$ cat config.mk
export PLATFORM = sky130hd
export DESIGN_NAME = trap_cfg_qual
export DESIGN_NICKNAME = d
export VERILOG_FILES = /design/src/rtl/trapcfg_pkg.sv /design/src/rtl/cfg_word_reg.sv /design/src/rtl/misalign_det.sv /design/src/rtl/event_qual.sv /design/src/rtl/trap_cfg_qual.sv
export SDC_FILE = /design/constraint.sdc
export NUM_CORES = 1
export LEC_CHECK = 0
export BUFFER_PORTS_ARGS = -buffer_cell sky130_fd_sc_hd__buf_4
export CORE_MARGIN = 2
export CORE_UTILIZATION = 24
export DETAILED_ROUTE_END_ITERATION = 10
export PLACE_DENSITY_LB_ADDON = 0.2
export SLEW_MARGIN = 20
export SYNTH_ARGS = -nofsm -noshare
export SYNTH_HDL_FRONTEND = slang
export SYNTH_SLANG_ARGS = --single-unit
$ cat constraint.sdc
create_clock -name clk -period 1.2 [get_ports clk]
set_clock_uncertainty 0.2 [all_clocks]
set_input_delay 0.06 -clock clk [delete_from_list [all_inputs] [get_ports clk]]
set_output_delay 0.06 -clock clk [all_outputs]
set_load 0.005 [all_outputs]
$ cat src/rtl/trapcfg_pkg.sv
package trapcfg_pkg;

  localparam int unsigned CW_W = 32;

  // Bit positions are decoded by software, so they stay fixed.
  localparam int unsigned B_THR_ANY   = 0;
  localparam int unsigned B_STIR_USR  = 1;
  localparam int unsigned B_UNAL_TRAP = 3;
  localparam int unsigned B_DIV_TRAP  = 4;
  localparam int unsigned B_BERR_IGN  = 8;
  localparam int unsigned B_STK8      = 9;

  localparam logic [CW_W-1:0] WR_MASK =
    (CW_W'(1) << B_THR_ANY)  | (CW_W'(1) << B_STIR_USR) |
    (CW_W'(1) << B_UNAL_TRAP)| (CW_W'(1) << B_DIV_TRAP) |
    (CW_W'(1) << B_BERR_IGN) | (CW_W'(1) << B_STK8);

  localparam logic [CW_W-1:0] RST_VAL = CW_W'(1) << B_STK8;

  typedef enum logic [1:0] {
    SZ_BYTE = 2'd0,
    SZ_HALF = 2'd1,
    SZ_WORD = 2'd2,
    SZ_RSVD = 2'd3
  } acc_size_e;

  typedef struct packed {
    logic stk8;
    logic berr_ign;
    logic div_trap;
    logic unal_trap;
    logic stir_usr;
    logic thr_any;
  } cfg_bits_t;

  typedef struct packed {
    logic div_trap;
    logic quot_zero;
    logic usage_fault;
    logic bus_fault;
    logic lockup;
    logic berr_ignore;
    logic thr_permit;
    logic stir_permit;
  } decision_t;

  function automatic cfg_bits_t unpack_cfg(input logic [CW_W-1:0] w);
    cfg_bits_t c;
    c.stk8      = w[B_STK8];
    c.berr_ign  = w[B_BERR_IGN];
    c.div_trap  = w[B_DIV_TRAP];
    c.unal_trap = w[B_UNAL_TRAP];
    c.stir_usr  = w[B_STIR_USR];
    c.thr_any   = w[B_THR_ANY];
    return c;
  endfunction

endpackage

$ cat src/rtl/cfg_word_reg.sv
module cfg_word_reg
  import trapcfg_pkg::*;
#(
  parameter int unsigned DATA_W = CW_W
) (
  input  logic              clk,
  input  logic              rst,
  input  logic              wr,
  input  logic              rd,
  input  logic              priv,
  input  logic [DATA_W-1:0] wdata,
  output logic [DATA_W-1:0] rdata,
  output logic [DATA_W-1:0] word_q
);

  localparam logic [DATA_W-1:0] MASK = DATA_W'(WR_MASK);
  localparam logic [DATA_W-1:0] INIT = DATA_W'(RST_VAL);

  always_ff @(posedge clk) begin
    if (rst) begin
      word_q <= INIT;
    end else if (wr && priv) begin
      word_q <= wdata & MASK;
    end
  end

  always_ff @(posedge clk) begin
    if (rst) begin
      rdata <= '0;
    end else begin
      rdata <= rd ? word_q : '0;
    end
  end

endmodule

$ cat src/rtl/misalign_det.sv
module misalign_det
  import trapcfg_pkg::*;
#(
  parameter int unsigned ADDR_W = 32
) (
  input  logic              valid,
  input  logic [1:0]        size,
  input  logic [ADDR_W-1:0] addr,
  input  logic              multi,
  output logic              plain_mis,
  output logic              multi_mis
);

  logic word_off;
  logic half_off;

  assign word_off = |addr[1:0];
  assign half_off = addr[0];

  always_comb begin
    plain_mis = 1'b0;
    if (valid && !multi) begin
      unique case (acc_size_e'(size))
        SZ_HALF: plain_mis = half_off;
        SZ_WORD: plain_mis = word_off;
        default: plain_mis = 1'b0;
      endcase
    end
  end

  assign multi_mis = valid && multi && word_off;

endmodule

$ cat src/rtl/event_qual.sv
module event_qual
  import trapcfg_pkg::*;
#(
  parameter int unsigned DIV_W   = 32,
  parameter int unsigned PRIO_W  = 9,
  parameter int unsigned ACT_W   = 9,
  parameter bit          OUT_REG = 1'b1
) (
  input  logic              clk,
  input  logic              rst,
  input  cfg_bits_t         cfg,
  input  logic              div_valid,
  input  logic [DIV_W-1:0]  div_divisor,
  input  logic              plain_mis,
  input  logic              multi_mis,
  input  logic              bus_err,
  input  logic [PRIO_W-1:0] exec_prio,
  input  logic              thr_req,
  input  logic [ACT_W-1:0]  act_cnt,
  input  logic              stir_unpriv_wr,
  output decision_t         dec
);

  localparam logic signed [PRIO_W-1:0] PRIO_M1 = -1;
  localparam logic signed [PRIO_W-1:0] PRIO_M2 = -2;

  decision_t d_c;
  logic      div_zero;
  logic      high_prio;

  assign div_zero  = div_valid && (div_divisor == '0);
  assign high_prio = ($signed(exec_prio) == PRIO_M1) ||
                     ($signed(exec_prio) == PRIO_M2);

  always_comb begin
    d_c             = '0;
    d_c.div_trap    = div_zero && cfg.div_trap;
    d_c.quot_zero   = div_zero && !cfg.div_trap;
    d_c.usage_fault = multi_mis || (plain_mis && cfg.unal_trap);
    if (bus_err) begin
      if (high_prio) begin
        d_c.berr_ignore = cfg.berr_ign;
        d_c.lockup      = !cfg.berr_ign;
      end else begin
        d_c.bus_fault   = 1'b1;
      end
    end
    d_c.thr_permit  = thr_req && (cfg.thr_any || (act_cnt == '0));
    d_c.stir_permit = stir_unpriv_wr && cfg.stir_usr;
  end

  generate
    if (OUT_REG) begin : g_reg
      always_ff @(posedge clk) begin
        if (rst) dec <= '0;
        else     dec <= d_c;
      end
    end else begin : g_comb
      assign dec = d_c;
    end
  endgenerate

endmodule

$ cat src/rtl/trap_cfg_qual.sv
module trap_cfg_qual
  import trapcfg_pkg::*;
#(
  parameter int unsigned DATA_W = 32,
  parameter int unsigned ADDR_W = 32,
  parameter int unsigned DIV_W  = 32,
  parameter int unsigned PRIO_W = 9,
  parameter int unsigned ACT_W  = 9
) (
  input  logic              clk,
  input  logic              rst,
  input  logic              cfg_wr,
  input  logic              cfg_rd,
  input  logic              cfg_priv,
  input  logic [DATA_W-1:0] cfg_wdata,
  output logic [DATA_W-1:0] cfg_rdata,
  input  logic              div_valid,
  input  logic [DIV_W-1:0]  div_divisor,
  input  logic              mem_valid,
  input  logic [1:0]        mem_size,
  input  logic [ADDR_W-1:0] mem_addr,
  input  logic              mem_multi,
  input  logic              bus_err,
  input  logic [PRIO_W-1:0] exec_prio,
  input  logic              thr_req,
  input  logic [ACT_W-1:0]  act_cnt,
  input  logic              stir_unpriv_wr,
  output logic              div_trap_o,
  output logic              quot_zero_o,
  output logic              usage_fault_o,
  output logic              bus_fault_o,
  output logic              lockup_o,
  output logic              berr_ignore_o,
  output logic              thr_permit_o,
  output logic              stir_permit_o,
  output logic              stk_align8_o
);

  logic [DATA_W-1:0] word_q;
  cfg_bits_t         cfg;
  logic              plain_mis;
  logic              multi_mis;
  decision_t         dec;

  cfg_word_reg #(.DATA_W(DATA_W)) u_reg (
    .clk   (clk),
    .rst   (rst),
    .wr    (cfg_wr),
    .rd    (cfg_rd),
    .priv  (cfg_priv),
    .wdata (cfg_wdata),
    .rdata (cfg_rdata),
    .word_q(word_q)
  );

  assign cfg = unpack_cfg(CW_W'(word_q));

  misalign_det #(.ADDR_W(ADDR_W)) u_mis (
    .valid    (mem_valid),
    .size     (mem_size),
    .addr     (mem_addr),
    .multi    (mem_multi),
    .plain_mis(plain_mis),
    .multi_mis(multi_mis)
  );

  event_qual #(
    .DIV_W  (DIV_W),
    .PRIO_W (PRIO_W),
    .ACT_W  (ACT_W),
    .OUT_REG(1'b1)
  ) u_qual (
    .clk           (clk),
    .rst           (rst),
    .cfg           (cfg),
    .div_valid     (div_valid),
    .div_divisor   (div_divisor),
    .plain_mis     (plain_mis),
    .multi_mis     (multi_mis),
    .bus_err       (bus_err),
    .exec_prio     (exec_prio),
    .thr_req       (thr_req),
    .act_cnt       (act_cnt),
    .stir_unpriv_wr(stir_unpriv_wr),
    .dec           (dec)
  );

  assign div_trap_o    = dec.div_trap;
  assign quot_zero_o   = dec.quot_zero;
  assign usage_fault_o = dec.usage_fault;
  assign bus_fault_o   = dec.bus_fault;
  assign lockup_o      = dec.lockup;
  assign berr_ignore_o = dec.berr_ignore;
  assign thr_permit_o  = dec.thr_permit;
  assign stir_permit_o = dec.stir_permit;
  assign stk_align8_o  = cfg.stk8;

endmodule

==> metrics.md <==
| Metric | Value |
|---|---|
| Status | finished, violations left |
| Violated checks | hold timing, setup timing |
| Worst R2R Path Depth | 2 |
| Worst hold slack | -118 ps |
| Clock sink count | 20 |
| Max Cap Viol | 0 |
| Gr ovfl total | 0 |
| Routability cong. | 0.723 |
| DR vias | 1141 |
| Post-layout util | 0.482 |
| CP Cell Sequence | or4b_4, nor4_4 |
| Reg-to-reg endpoint | u_qual.dec[7]$_SDFF_PP0_ |
| R2r setup slk | -20 ps |
| Die Y | 67.9 um |
| Crit path launch type | register |
| IO Pins | 168 |
| CP max-delay cell | or4b_4 |
| CTS Buffer Depth | 2 |
| Clock-pin slew on the worst setup and hold paths | 70 ps |
| Static Leak | 0.991 nW |
| Synthesis-stage register bit count | 20 |
| First-pass GRT wire length | 4140 um |
| RSZ-0062 raised after global routing | yes |
| Peak supply drop | 0.000321 V |
| Routed wire per std cell | 12.3 um |
| CP peak stage delay | 470 ps |
| Fin worst setup slack | -17.8 ps |
| Antenna diodes | 0 |
| Routed vias/inst | 4.21 |
| Tot GR Track Use | 0.121 |
| Nets@finish | 351 |
| Area grow syn2layout | 95.3% |
| Site Rows | 23 |
| Post-synth cell types | 27 |
| Worst EP required | 1170 ps |
| Die area | 0.00461 mm^2 |
| Mapped Cells | 111 |
| Seq/Total Area, Yosys | 0.409 |
| Min Clock Period, post-route | 1220 ps |
| Syn Std Cell Area | 980 um^2 |
| CTS tree | done |
| PortBufs | 84 |
| Core Region | 0.00397 mm^2 |
| Hold Crit Class | in2reg |
| Critical Path Sink | u_qual.dec[7]$_SDFF_PP0_ |
| Maximum clock rate | 0.821 GHz |
| CP endpoint kind | register |
| Crit path from | u_reg.word_q[4]$_SDFFE_PP0P_ |
| Crit Path Category | reg2reg |
| Yosys Warn Count | 0 |
| Final Cycle Share | 1.01 |
| Starting DRT DRC Count | 19 |
| Initial antenna violation count | 0 |
| Final Max Tran Viols | 0 |
| Placed cell area | 0.00158 mm^2 |
| Worst Path Arrival | 1190 ps |
| Htree depth | 1 |
| Share of layout cells above drive strength 1 | 0.430 |
| DRC | 0 |
| CTS root buf | clkbuf_8 |
| Final Hold Fails | 10 |
| Leading cell type in the layout, fill and taps excluded | buf_4 |
| Clk_lat worst skew | 260 ps |
| Largest net degree at the start of global routing | 12 |
| Fillers | 390 |
| Final wirelength | 3340 um |
| Cell area after layout | 0.00191 mm^2 |
| DIE WIDTH | 67.9 um |
| Most frequent cells in the layout | buf_4 (84), conb_1 (26), dfxtp_1 (19), dlygate4sd3_1 (17) |
| Mapped Avg Cell Area | 8.83 um^2 |
| Final ANT Viol Nets | 0 |
| TritonRoute pass-1 iters | 3 |
| Post-DP HPWL | 2230 um |
| CP max FO | 3 |
| Number of global-route vias before repair | 948 |
| PD cells | 815 mW/mm^2 |
| Final non-filler cell total | 271 |
| R2R Path Start | u_reg.word_q[4]$_SDFFE_PP0P_ |
| Total CTS buffers | 3 |
| Starting density of the core | 0.247 |
| Final setup vio count | 1 |
| Dpl cells | 245 |
through the flow:
step                      setup slack (ps)  hold slack (ps)  total power, mW  setup TNS, ps
after floorplan                       35.2             7.49            0.836              0
after global placement               -88.2              102            0.988          -88.2
after detailed placement             -74.4              104            0.990          -91.8
after CTS                            -20.6             -145             1.56          -20.6
after global routing                 -49.9             -122             1.62           -105
final                                -17.8             -118             1.56          -17.8
sequential cells by signal, indices dropped and copies added (netlist names):
| name | flops |
|---|---|
| u_reg.rdata | 6 |
| u_qual.dec | 8 |
| u_reg.word_q | 6 |
cell usage after synthesis:
library cell,number,share of area
a21oi_1,5,0.026
nor2b_1,1,0.0064
dfxtp_1,20,0.41
a211o_1,1,0.0089
nor4b_2,1,0.015
and3b_1,1,0.0089
nor3_1,2,0.010
and2_1,5,0.032
nand4_1,3,0.019
and3_1,1,0.0064
nand2b_1,1,0.0064
conb_1,1,0.0038
or4_1,1,0.0077
buf_4,26,0.20
or4b_1,1,0.010
nor3b_1,1,0.0077
nand3_1,5,0.026
a21o_1,1,0.0077
nor2_1,4,0.015
nor4b_1,1,0.0089
nor4_1,11,0.070
inv_1,4,0.015
and2_2,1,0.0077
a31oi_1,2,0.013
clkbuf_1,1,0.0038
ha_1,2,0.026
nand2_1,8,0.031
what timing repair did:
item,4_1_cts,5_1_grt
pin swaps,1,5
gates resized for setup,2,11
buffers inserted,0,0
endpoints found under the setup margin,2,6
endpoints found under the hold margin,14,9
hold buffers,21,3
worst min path at each step:
| stage | startpoint | endpoint | cells after the start |
|---|---|---|---|
| CTS | div_divisor[26] | u_qual.dec[7]$_SDFF_PP0_ | 3 |
| detailed placement | stir_unpriv_wr | u_qual.dec[0]$_SDFF_PP0_ | 2 |
| floorplan | cfg_wdata[1] | u_reg.word_q[1]$_SDFFE_PP0P_ | 2 |
| global route | div_divisor[29] | u_qual.dec[7]$_SDFF_PP0_ | 3 |
| finish | div_divisor[29] | u_qual.dec[6]$_SDFF_PP0_ | 3 |
| global placement | stir_unpriv_wr | u_qual.dec[0]$_SDFF_PP0_ | 2 |
worst max-delay path: cells and delay by family (launching register included):
family           cells  cell delay (ps)
flip-flops           1              340
AND/OR/NAND/NOR      2              600
where the power goes:
part	leakage (nW)	switching [mW]	internal (mW)	total, mW
combinational	0.799	0.117	0.236	0.353
clock	0.0288	0.222	0.292	0.514
sequential	0.163	0.00986	0.682	0.692
final cells by class:
type	instances	area, um^2	area share
timing repair buffer	108	888	0.464
multi-input combinational	85	490	0.256
sequential	20	402	0.210
tap	50	62.6	0.0327
clock buffer	4	55.1	0.0288
inverter	4	15.0	0.00785
routing by layer:
metal	vias up	global-route usage	wire, um
met5	-	0	0
li1	554	-	-
met3	10	0.0313	441
met1	504	0.112	1070
met4	0	0.0725	100
met2	73	0.234	1720
logic make-up after synthesis:
kind of cell               count (synthesis)  synth area share
buffers and inverters                     31             0.218
adders and majority gates                  2            0.0255
other                                      1           0.00383
and+or+nand+nor                           48             0.289
AOI/OAI and AO/OA                          9            0.0549
DFF                                       20             0.409
Note: power is estimated with default switching activity, not from simulation.
